### src/rtl/ext_bus_release.sv
module ext_bus_release (
  input  logic clk,
  input  logic rst_n,
  input  logic rel_en,
  input  logic giveback_en,
  input  logic bus_req_n,
  input  logic ext_req,
  input  logic ext_done,
  input  logic rfsh_req,
  input  logic rfsh_done,
  output logic ext_gnt,
  output logic rfsh_gnt,
  output logic bus_ack_n,
  output logic pad_oe,
  output logic giveback_n
);
  typedef enum logic [1:0] {IDLE, EXTC, RFSH, REL} st_t;
  st_t st, st_nx;
  logic s1, s2;

  always_ff @(posedge clk or negedge rst_n)
    if (!rst_n) begin s1 <= 1'b1; s2 <= 1'b1; end
    else        begin s1 <= bus_req_n; s2 <= s1; end

  wire req_on  = ~s2;
  wire rel_win = rel_en & req_on;

  assign rfsh_gnt = (st == IDLE) & ~rel_win & rfsh_req;
  assign ext_gnt  = (st == IDLE) & ~rel_win & ~rfsh_req & ext_req;

  always_comb begin
    st_nx = st;
    case (st)
      IDLE: if (rel_win)       st_nx = REL;
            else if (rfsh_req) st_nx = RFSH;
            else if (ext_req)  st_nx = EXTC;
      EXTC: if (ext_done)      st_nx = IDLE;
      RFSH: if (rfsh_done)     st_nx = IDLE;
      REL:  if (!req_on)       st_nx = IDLE;
      default:                 st_nx = IDLE;
    endcase
  end

  always_ff @(posedge clk or negedge rst_n)
    if (!rst_n) st <= IDLE;
    else        st <= st_nx;

  assign bus_ack_n  = (st != REL);
  assign pad_oe     = (st != REL);
  assign giveback_n = ~((st == REL) & giveback_en & req_on & (ext_req | rfsh_req));

  a_r5_no_grant_released: assert property (@(posedge clk) disable iff (!rst_n)
    !bus_ack_n |-> !ext_gnt && !rfsh_gnt);
  a_r2_disabled_holds: assert property (@(posedge clk) disable iff (!rst_n)
    !rel_en && bus_ack_n |=> bus_ack_n);
  a_r9_single_grant: assert property (@(posedge clk) disable iff (!rst_n)
    $onehot0({ext_gnt, rfsh_gnt}));
  a_r9_grant_pulse: assert property (@(posedge clk) disable iff (!rst_n)
    ext_gnt || rfsh_gnt |=> !ext_gnt && !rfsh_gnt);
  a_r6_giveback_released: assert property (@(posedge clk) disable iff (!rst_n)
    !giveback_n |-> !bus_ack_n && giveback_en);
  a_r7_hold_while_req: assert property (@(posedge clk) disable iff (!rst_n)
    !bus_ack_n && req_on |=> !bus_ack_n);
  a_r8_release_wins: assert property (@(posedge clk) disable iff (!rst_n)
    st == IDLE && rel_win |=> !bus_ack_n);
  a_r10_busy_no_release: assert property (@(posedge clk) disable iff (!rst_n)
    st == EXTC && !ext_done |=> bus_ack_n && !ext_gnt && !rfsh_gnt);
endmodule

### config.mk
export PLATFORM = sky130hd
export DESIGN_NAME = ext_bus_release
export DESIGN_NICKNAME = d
export VERILOG_FILES = /design/src/rtl/ext_bus_release.sv
export SDC_FILE = /design/constraint.sdc
export NUM_CORES = 1
export LEC_CHECK = 0
export ABC_AREA = 1
export ABC_CLOCK_PERIOD_IN_PS = 1900
export BUFFER_PORTS_ARGS = -buffer_cell sky130_fd_sc_hd__buf_4
export CORE_AREA = 2 2 39 41
export DETAILED_ROUTE_END_ITERATION = 10
export DIE_AREA = 0 0 41 43
export HOLD_SLACK_MARGIN = 0.12
export PLACE_DENSITY = 0.49
export SYNTH_ARGS = -nofsm -noshare
export SYNTH_HDL_FRONTEND = slang
export SYNTH_SLANG_ARGS = --single-unit
### constraint.sdc
create_clock -name clk -period 1.9 [get_ports clk]
set_clock_uncertainty 0.2 [all_clocks]
set_input_delay 0.285 -clock clk [delete_from_list [all_inputs] [get_ports clk]]
set_output_delay 0.285 -clock clk [all_outputs]
set_load 0.03 [all_outputs]
==> results of run 1 <==
## state kept, by name, indices dropped and copies added (netlist names)
| register | cells |
|---|---|
| s1 | 1 |
| st | 2 |
| s2 | 1 |
## layout by cell type (no fill, tap or decap), drive strengths merged
cell	count
inv	5
dfrtp	2
dfstp	2
buf	13
clkbuf	4
dlygate4sd3	2
a21boi	1
nor3	1
nand2	8
or3b	1
nand3	4
nor2	5
nand3b	1
## critical path: cells and delay by family (launching register included)
family                 cells  cell delay, ns
buffers and inverters      1            0.17
flip-flops                 1            0.41
AND/OR/NAND/NOR            2            0.46
## area by class of cell
class	instances	area (um^2)	share of cell area (%)
Timing Repair Buffer	15	118	30.1
Multi-Input combinational cell	21	105	26.9
Sequential cell	4	103	26.3
Clock buffer	4	26.3	6.73
Tap cell	16	20.0	5.13
Inverter	5	18.8	4.81
## worst paths after layout
check / depth (start not counted) / slack (ns) / endpoint
worst max register to register: 5 / 0.69 / st[1]$_DFFE_PN0P_
max in group asynchronous: 2 / 1.12 / s1$_DFF_PN1_
worst max-delay path: 3 / 0.13 / giveback_n
min in group asynchronous: 2 / 0.18 / st[1]$_DFFE_PN0P_
worst min-delay path: 4 / 0.15 / st[0]$_DFFE_PN0P_
worst min register to register: 0 / 0.15 / s2$_DFF_PN1_
## logic make-up after synthesis
kind of cell | Yosys count
buffers and inverters | 6
flip-flops | 4
AO/OA/AOI/OAI | 1
AND/OR/NAND/NOR | 20
## power groups by stage
stage	clock (W)	sequential [W]	combinational (W)
after floorplan	0	0.000135	0.000151
after global placement	0	0.000138	0.000209
after detailed placement	0	0.000139	0.000208
after CTS	0.000119	0.000137	0.000212
after global routing	0.000128	0.000144	0.000231
final	0.000114	0.000137	0.000208
## metal layers
metal	vias to the layer above	part of all wire [%]
met4	0	0
met1	113	45
met2	4	51
li1	132	-
met5	-	0
met3	0	3.7
## through the flow
| stage | instance area, um^2 | worst slack, ns | total power (W) |
|---|---|---|---|
| finish | 390 | 0.133 | 0.000459 |
| global route | 390 | 0.0331 | 0.000504 |
| CTS | 390 | 0.121 | 0.000468 |
| detailed placement | 344 | 0.374 | 0.000347 |
| global placement | 344 | 0.377 | 0.000348 |
| floorplan | 234 | 0.303 | 0.000286 |
==> summary.md, run 1 <==
| Metric | Value |
|---|---|
| Status | finished clean |
| Final Util | about 28% |
| Num CTS Buffers | 3 |
| Sequential share of the synthesized area | a little over two fifths |
| Setup Buffers After CTS | 0 |
| Critical Path Start Type | register |
| First-pass GRT wire length | 869 um |
| Synth Cell Area | 234 um^2 |
| Final GP Congestion | ~0.71 |
| Hold_buf cts | 2 |
| Drt total wl | 492 um |
| Non-Filler Instances | 65 |
| Net Switching | 0.000183 W |
| Cells after synthesis | 31 |
| Max_cap viols | 0 |
| Die width | 41 um |
| Pwr dens | 1180 nW/um^2 |
| Post-DR wirelength/cell | 7.57 um |
| Min Tclk post-route | 1.77 ns |
| Combinational Power Share | a little under half |
| Asr flop ratio synth | 100% |
| Crit path DAT | around 1.3 ns |
| Antenna Nets Post-Route | 0 |
| WHS | 0.147 ns |
| Synth Area in Simple Gates | 41.7% |
| Crit path from | st[0]$_DFFE_PN0P_ |
| Initial antenna violation count | 0 |
| Post-CTS resize count | 0 |
| Avg Vias per Cell | between 3 and 4 |
| Starting density of the core | 16.9% |
| Die ar. | 1760 um^2 |
| Final hold vios | 0 |
| Worst-Margin Slew | about 0.20 ns |
| N_diodes | 0 |
| DRC errors left | 0 |
| Hold Path Class | in2reg |
| First-pass iteration count of the detailed router | 4 |
| Largest net degree at the start of global routing | 6 |
| IO Port Bufs | 13 |
| Final #Nets | 59 |
| Worst path slowest cell | dfrtp_1 |
| Most used routing layer | met1 |
| Top FF cell, synth | dfstp_2 |
| P_int | 0.000276 W |
| Top cell type's share of synthesized area | 22.5% |
| Via count | 249 |
| Multiplexer share of the synthesized area | 0% |
| Chip height | 43 um |
| CP max stage delay | 0.41 ns |
| Flop pwr share | 29.9% |
| Fmax | 566 MHz |
| Row cnt | 14 |
| Max Buffers Root-to-Sink | 2 |
| H-tree depth | 1 |
| Worst r2r src | s2$_DFF_PN1_ |
| Root Driver | clkbuf_4 |
| Fill count | 151 |
| Clk sinks | 4 |
| Leak | 0.201 nW |
| Largest family of logic cells by synthesized area | simple AND/OR/NAND/NOR gates |
| Hpwl dp | 418 um |
| Mapped Nets | 40 |
| XOR/XNOR share of the synthesized area | 0% |
| Min-delay src | rfsh_req |
| Peak VDD IR | 0.390 mV |
| Met2 Track Usage GR | 9.69% |
| Most frequent cell after synthesis | nand2_1 |
| Largest area contributor in the netlist | dfstp_2 |
| CP max FO | 5 |
| Post-synthesis compound-gate area fraction | 3.21% |
| Worst slew margin | 86.7% |
| Clock Latency Late Sink | ~0.22 ns |
| Layout area overhead | 66.8% |
| Initial DRC Count | 1 |
| #FFs+latches synth | 4 |
| Top post-synthesis cells by area | dfstp_2, dfrtp_1, nand2_1 |
| Period Utilization, post-route | 93.0% |
| Global route overflow | 0 |
| GRT Total Usage | between 7 and 8% |
| Unique masters post-synth | 13 |
| Clk pin slew, worst setup/hold paths | 0.04 ns |
| Setup TNS | 0 ns |
| Core area | 1380 um^2 |
| Max-slew violations | 0 |
| CP cell instances | nand3_2 > or3b_1 > buf_4 |
| Grt met1 use | 9.80% |
| Number of flops mapped to enable cells by yosys | 0 |
| Final setup fails | 0 |
| Clock power frac | 24.8% |
| Adder-cell area share of the yosys netlist | 0% |
| Boundary pin count | 14 |
| YS warnings | 0 |
| CTS tree | done |
| Vias in the first global route | 211 |
| Worst Setup Path Type | reg2out |
| RSZ-0062 raised after global routing | no |
| Layout cells sized above 1 | between 40% and 50% |
| Switching portion of total power | 40.0% |
| Dpl cells | 59 |
| Syn avg cell area | 7.55 um^2 |
| Worst EP required | about 1.4 ns |
| Met3 Use GR | 3.14% |
| CP endpoint kind | primary output |
| Synth cell count leaders | nand2_1, inv_1, nor2_1 |
Power figures use the tool's default switching activity.
==> run 2: changes to the inputs <==
ABC_AREA = 0   (was 1)
PLACE_DENSITY = 0.48   (was 0.49)
==> summary.md, run 2 <==
| Metric | Value |
|---|---|
| Status | finished clean |
| Initial DRC Count | 1 |
| Mapped Nets | 29 |
| IO Port Bufs | 13 |
| WHS | 0.143 ns |
| Unique masters post-synth | 16 |
| Final hold vios | 0 |
| DRC errors left | 0 |
| Reg with most FFs | st |
| RSZ-0062 raised after global routing | no |
| Final GP Congestion | 0.535 |
| Worst-Margin Slew | 0.257 ns |
| Worst Setup Path Type | reg2out |
| Top Registers | st x2, s1 x1, s2 x1 |
| Synth Cell Area | between 200 and 250 um^2 |
| Synth cell count leaders | dfrtp_1, dfstp_2, nand2_1, nand2b_1 |
| R2r setup slk | 0.70 ns |
| Leak | 0.169 nW |
| Pwr dens | 1240 nW/um^2 |
| Post-DR wirelength/cell | 10.4 um |
| Initial antenna violation count | 0 |
| Chip height | 43 um |
| Largest area contributor in the netlist | dfstp_2 |
| CTS tree | done |
| Peak VDD IR | between 0.6 and 0.7 mV |
| Top cell type's share of synthesized area | between 20 and 25% |
| Starting density of the core | between 10% and 20% |
| Dpl ws | 0.236 ns |
| #FFs+latches synth | 4 |
| First-pass GRT wire length | a little under 900 um |
| Worst slew margin | roughly 83% |
| CP cell instances | nor2b_2 > nor3_2 > and2_1 > buf_4 |
| Cells after synthesis | 20 |
| Largest net degree at the start of global routing | 8 |
| Crit path depth | 4 |
| GRT Total Usage | under 10% |
| Hold Path Class | in2reg |
| Final Total Pwr | 0.000480 W |
| Fin area | 388 um^2 |
| Num CTS Buffers | 3 |
| Avg Vias per Cell | 3.98 |
| Drt total wl | roughly 560 um |
| Boundary pin count | 14 |
| Global route overflow | 0 |
| Commonest non-fill, non-tap cell in the layout | buf_4 |
| CP max stage delay | 0.56 ns |
| Layout area overhead | 77.1% |
| Post-Place Cell Area | between 300 and 400 um^2 |
| Final setup margin | between 0.09 and 0.1 ns |
| Fill count | approximately 160 |
| H-tree depth | 1 |
| Setup Buffers After CTS | 0 |
| Via count | approximately 220 |
| Max-slew violations | 0 |
| YS warnings | 0 |
| Worst path slowest cell | dfstp_2 |
| N_diodes | 0 |
| Max Buffers Root-to-Sink | 2 |
| Die ar. | 1760 um^2 |
| Buffers & Inverters on Critical Path | 1 |
| Core area | 1380 um^2 |
| Most frequent cells in the layout | buf_4, clkbuf_4 |
| First-pass iteration count of the detailed router | 2 |
| Clk sinks | 4 |
| Min Tclk post-route | 1.80 ns |
| Row cnt | 14 |
| Root Driver | clkbuf_4 |
| CP endpoint kind | primary output |
| Top FF cell, synth | dfstp_2 |
| Setup TNS | 0 ns |
| Crit path DAT | 1.32 ns |
| Top post-synthesis cells by area | dfstp_2, dfrtp_1, a221oi_2 |
| Worst EP required | approximately 1.4 ns |
| Antenna Nets Post-Route | 0 |
| Period Utilization, post-route | 94.8% |
| Vias in the first global route | 240 |
| Syn avg cell area | 10.9 um^2 |
| Die width | around 40 um |
| Clock Latency Late Sink | 0.24 ns |
| Number of flops mapped to enable cells by yosys | 0 |
| Final #Nets | between 40 and 50 |
| Sequential share of the synthesized area | 46.9% |
| Layout cells sized above 1 | 63.2% |
| Number of flip-flops in the largest register | 2 |
| Fmax | 555 MHz |
| CP max FO | 4 |
| Reg2Reg Depth | 3 |
| Max_cap viols | 0 |
| Clk pin slew, worst setup/hold paths | 0.04 ns |
| Hold depth | 4 |
| Final setup fails | 0 |
| Asr flop ratio synth | 100% |
| Top delay family on crit path | flip-flops |
| Critical Path Start Type | register |
## run 2: cell count changes in the layout (fill, tap and decap cells not counted), moves of 2 or more
cell and delta:
nor2_1 -3, inv_1 -5, nand3_1 -3, nand2b_1 +2
nand2_1 -6
## run 2: logic make-up (layout without fill, tap and decap cells)
kind of cell           count (synthesis)  in the layout  share of synthesized area, %
buffers and inverters                  1             19                          3.43
AOI/OAI and AO/OA                      3              3                          12.6
muxes                                  1              1                          4.57
and+or+nand+nor                       11             11                          32.6
DFF                                    4              4                          46.9
## run 2: final timing paths
check	start	to
worst max register to register	s2$_DFF_PN1_	st[0]$_DFFE_PN0P_
worst min-delay path	rfsh_done	st[1]$_DFFE_PN0P_
worst min register to register	s1$_DFF_PN1_	s2$_DFF_PN1_
worst max-delay path	s2$_DFF_PN1_	rfsh_gnt
max in group asynchronous	rst_n	s2$_DFF_PN1_
min in group asynchronous	rst_n	st[1]$_DFFE_PN0P_
## run 2: stage by stage
step                      util [%]  cells
final                         28.0     54
after floorplan                  -     20
after global routing          28.0     54
after CTS                     27.9     54
after detailed placement      24.2     48
after global placement        24.2     48
## run 2: cell type report
cell class	instances	area (um^2)	share of cell area, %
multi-input cells	15	120	31.0
repair buffers	15	118	30.3
flip-flops and latches	4	104	26.8
clock buffers	4	26.3	6.77
well taps	16	20.0	5.16
## run 2: timing repair
item / in CTS / in global routing
setup endpoints to repair: 1 / 1
hold buffers: 2 / 0
hold endpoints to repair: 5 / 0
resized for setup: 1 / 1
gates cloned: 0 / 0
## run 2: where the power goes
part	switching [W]	internal (W)
registers	0.0000491	0.000113
clock network	0.0000379	0.0000790
logic	0.000106	0.0000950
## run 2: metal layers
metal	up-vias	track usage, %	routed length [um]
met1	95	6.91	206
li1	106	-	-
met2	14	12.2	268
met3	0	3.66	85
met5	-	0	0
met4	0	6.00	0
## run 2: tightest hold or removal path, cell delays in order
cell	delay (ns)
buf_4	0.08
mux2i_1	0.05
nand2_1	0.06
o31ai_1	0.06
